--- src/rtl/pload_shreg_pkg.sv ---
`timescale 1ns/1ps
package pload_shreg_pkg;
  typedef enum logic [1:0] {
    OP_HOLD  = 2'd0,
    OP_SHIFT = 2'd1,
    OP_LOAD  = 2'd2
  } shreg_op_e;
endpackage

--- src/rtl/pload_shreg_ctrl.sv ---
`timescale 1ns/1ps
module pload_shreg_ctrl
  import pload_shreg_pkg::*;
(
  input  logic      sel_n,
  input  logic      mode,
  output shreg_op_e op
);
  // select dominates: deselected means hold regardless of mode
  always_comb begin
    if (sel_n)     op = OP_HOLD;
    else if (mode) op = OP_LOAD;
    else           op = OP_SHIFT;
  end
endmodule

--- src/rtl/pload_shreg_next.sv ---
`timescale 1ns/1ps
module pload_shreg_next
  import pload_shreg_pkg::*;
#(
  parameter int WIDTH = 16
) (
  input  shreg_op_e        op,
  input  logic [WIDTH-1:0] cur,
  input  logic [WIDTH-1:0] par,
  input  logic             sin,
  output logic [WIDTH-1:0] nxt
);
  for (genvar i = 0; i < WIDTH; i++) begin : g_stage
    logic below;
    if (i == 0) begin : g_bottom
      assign below = sin;
    end else begin : g_upper
      assign below = cur[i-1];
    end
    always_comb begin
      unique case (op)
        OP_LOAD:  nxt[i] = par[i];
        OP_SHIFT: nxt[i] = below;
        default:  nxt[i] = cur[i];
      endcase
    end
  end
endmodule

--- src/rtl/pload_shreg.sv ---
`timescale 1ns/1ps
module pload_shreg
  import pload_shreg_pkg::*;
#(
  parameter int WIDTH = 16
) (
  input  logic             clk,
  input  logic             rst_n,
  input  logic             sel_n,
  input  logic             mode,
  input  logic [WIDTH-1:0] par_in,
  input  logic             ser_in,
  output logic             ser_out
);
  localparam int TOP = WIDTH - 1;

  shreg_op_e        op;
  logic [WIDTH-1:0] stage_q;
  logic [WIDTH-1:0] stage_d;

  pload_shreg_ctrl u_ctrl (
    .sel_n (sel_n),
    .mode  (mode),
    .op    (op)
  );

  pload_shreg_next #(.WIDTH(WIDTH)) u_next (
    .op  (op),
    .cur (stage_q),
    .par (par_in),
    .sin (ser_in),
    .nxt (stage_d)
  );

  always_ff @(negedge clk or negedge rst_n) begin
    if (!rst_n) stage_q <= '0;
    else        stage_q <= stage_d;
  end

  assign ser_out = stage_q[TOP];

  // deselected edge leaves every stage untouched
  p_hold_r2: assert property (@(negedge clk) disable iff (!rst_n)
    sel_n |=> $stable(stage_q))
    else $error("hold violated");

  // load copies the whole word
  p_load_r3: assert property (@(negedge clk) disable iff (!rst_n)
    (!sel_n && mode) |=> (stage_q == $past(par_in)))
    else $error("parallel load mismatch");

  // shift moves chain up by one with serial bit at the bottom
  p_shift_r4: assert property (@(negedge clk) disable iff (!rst_n)
    (!sel_n && !mode) |=> (stage_q == {$past(stage_q[TOP-1:0]), $past(ser_in)}))
    else $error("shift mismatch");

  // after a shift the output shows what sat one stage below the top
  p_sout_r5: assert property (@(negedge clk) disable iff (!rst_n)
    (!sel_n && !mode) |=> (ser_out == $past(stage_q[TOP-1])))
    else $error("serial output order wrong");

  // select may only rise while the clock is low
  always @(posedge sel_n) begin
    if (rst_n === 1'b1) begin
      p_clk_low_on_deselect_r7: assert (clk == 1'b0)
        else $error("select rose while clock high");
    end
  end
endmodule

--- config.mk ---
export PLATFORM = sky130hd
export DESIGN_NAME = pload_shreg
export DESIGN_NICKNAME = d
export VERILOG_FILES = /design/src/rtl/pload_shreg_pkg.sv /design/src/rtl/pload_shreg_ctrl.sv /design/src/rtl/pload_shreg_next.sv /design/src/rtl/pload_shreg.sv
export SDC_FILE = /design/constraint.sdc
export NUM_CORES = 1
export LEC_CHECK = 0
export CORE_UTILIZATION = 35
export CTS_BUF_LIST = sky130_fd_sc_hd__clkbuf_8
export DETAILED_ROUTE_END_ITERATION = 8
export SLEW_MARGIN = 20
export SYNTH_ARGS = -nofsm -noshare
export SYNTH_HDL_FRONTEND = slang
export SYNTH_HIERARCHICAL = 1
export SYNTH_SLANG_ARGS = --single-unit
--- constraint.sdc ---
create_clock -name clk -period 0.8 [get_ports clk]
set_input_delay 0.08 -clock clk [delete_from_list [all_inputs] [get_ports clk]]
set_output_delay 0.08 -clock clk [all_outputs]
set_load 0.03 [all_outputs]
==> results.md <==
* Status: finished with violations
* Failing checks: negative setup slack
* Cell Area, Synth at 832 µm²
* Critical Path End: ser_out
* Final setup margin at -0.496 ns
* Row count at 17
* Largest net degree at the start of global routing at 17
* Synth Flop Type: dfrtn_1
* P&R area growth vs syn at 69.9%
* Fin. Hold Viols at 0
* Post-synth EDFFs at 0
* Final setup violation count at 17
* Hold WS at 0.436 ns
* Commonest cells post-synth: dfrtn_1 (16), nand2_1 (16), a22oi_2 (10)
* Pleak at 0.000580 µW
* Clock sinks at 16
* Worst vdd ir at 0.862 mV
* Gp weighted congestion at 0.685
* Via count at 733
* Cell Pwr Density at 1640 nW/µm²
* Worst r2r path cells at 2
* Crit-path cells: buf_6
* RSZ-0062 raised after global routing: true
* DP HPWL at 1.12 mm
* Wire length per cell at 16.1 µm
* Drt first pass iters at 4
* Final Slew Violations at 0
* All-Layer GR Usage at 18.3%
* Htree depth at 1
* CP delay by family, top: flip-flops
* Reg-to-reg critical path endpoint: stage_q[13]
* Vias in the first global route at 705
* Clock slew at reported path FFs at 0.04 ns
* Leading area contributor after synthesis: dfrtn_1
* Initial Util at 37.3%
* Crit-path max cell delay at 0.42 ns
* Largest register FFs at 16
* Syn Inst Count at 77
* Core footprint at 2230 µm²
* DIE AREA at 2580 µm²
* Max capacitance violation total at 0
* Initial DRC Count at 18
* First-pass GRT wire length at 3.45 mm
* I/O Pins at 22
* Initial antenna violation count at 0
* Seq cells post-synth at 16
* GR Overflow Total at 0
* ANT cells at 0
* PortBufs at 21
* Critical Path Slowest Stage Cell: dfrtn_1
* Layout cells sized above 1 at 57.3%
* Final Power at 2320 µW
* Placed instance count at 123
* Syn Nets at 100
* Die W at 50.8 µm
* Slew HR at 88.5%
* Worst-path fanout max at 2
* Num CTS Buffers at 3
* CTS tree: built
* Crit. End Element: output port
* Area contributors post-synth: dfrtn_1 (48%), a22oi_2 (15%), nand2_1 (7.2%)
* Worst Skew at 0.00129 ns
* Largest regs: stage_q: 16 flops
* DR vias/cell at 5.31
* CP Buf/Inv Count at 1
* Die height at 50.8 µm
* Worst Setup Start Kind: register
* Clock Tree Buf Depth at 2
* Final wirelength at 2.22 mm
* Critical path depth in cells at 1
* WP data arrival at 1.22 ns
* R2r startpoint: stage_q[12]
* Post-Layout Cell Count at 138
* Post-synth top area share at 48.1%
* Actual slew at the worst max-slew pin at 0.172 ns
* Later-pin clock latency in the skew report at 0.26 ns
* Crit path from: stage_q[15]
* Seq/Total Area, Yosys at 48.1%
* Largest Register: stage_q
* Post-synth cell types at 15
* # DRC at 0
* Avg Inst Size Synth at 10.8 µm²
* CTS root buf: clkbuf_8
* FF-to-FF setup slack at -0.04 ns
* Nets at 134
* Antenna viol nets, final at 0
* Finished Core Util at 63.3%
* Min-delay worst type: in2async
* Yosys warning count at 6
* Critical Setup Path Class: reg2out
* Critical path required time at 0.72 ns
* Async SR Flop Fraction at 100%
* DP Worst Slack at -1.19 ns
==> cells in the final DEF (no fill, tap or decap) <==
master           instances
buf_16                   1
nor2_2                   1
buf_4                    4
nand2_2                  4
buf_8                    1
nand2_4                  3
clkbuf_8                 4
dfrtn_1                 16
o21ai_2                 12
clkdlybuf4s50_1         18
clkbuf_16                1
inv_2                    2
o21ai_1                  4
ha_4                     2
buf_6                    8
nor2b_4                  1
buf_12                   3
a22oi_2                 16
nand2_1                  9
==> cell type report <==
type | instances | area, µm²
timing repair buffer | 36 | 428
fill | 187 | 820
multi-input combinational | 52 | 488
sequential | 16 | 400
inverter | 2 | 7.51
clock buffer | 4 | 55.1
tap | 28 | 35.0
==> worst register-to-register path, cell delays in order, from the launching register on <==
cell and delay [ns]:
dfrtn_1 0.39, a22oi_2 0.22, o21ai_2 0.08
==> routing by layer <==
metal	wire, µm	part of all wire [%]	up-vias	global-route usage (%)
met4	27	1.2	0	9.72
met3	70	3.2	2	2.12
met5	0	0	-	0
li1	-	-	338	-
met1	964	43	373	23.7
met2	1160	52	20	29.8
==> what timing repair did <==
| item | CTS | global route |
|---|---|---|
| buffers inserted | 6 | 3 |
| endpoints found under the setup margin | 17 | 17 |
| hold buffers | 0 | 0 |
| endpoints found under the hold margin | 0 | 0 |
| cloned | 2 | 1 |
| resized for setup | 35 | 26 |
| pin swaps | 11 | 12 |
==> power by group <==
part,total (µW),internal (µW),switching (µW)
Clock,702,436,266
Combinational,650,366,284
Sequential,973,902,71.6
==> stage by stage <==
step / setup TNS [ns] / cell area [µm²]
2_1_floorplan: -10.19 / 847
3_5_place_dp: -20.13 / 1070
3_3_place_gp: -19.65 / 1070
6_report: -7.72 / 1410
4_1_cts: -8.15 / 1310
5_1_grt: -8.04 / 1410
==> how the worst min path moves through the flow <==
stage / from / endpoint / cells after the start
after detailed placement: stage_q[14] / stage_q[14] / 2
final: rst_n / stage_q[8] / 2
after CTS: rst_n / stage_q[8] / 2
after global routing: rst_n / stage_q[8] / 2
after floorplan: rst_n / stage_q[0] / 0
after global placement: stage_q[0] / stage_q[0] / 2
==> cells by family after synthesis <==
| logic type | share of synthesized area [%] |
|---|---|
| DFF | 48.1 |
| buffers and inverters | 9.62 |
| adders and majority gates | 3.01 |
| and+or+nand+nor | 8.72 |
| AOI/OAI and AO/OA | 30.5 |
Note: power is estimated with default switching activity, not from simulation.
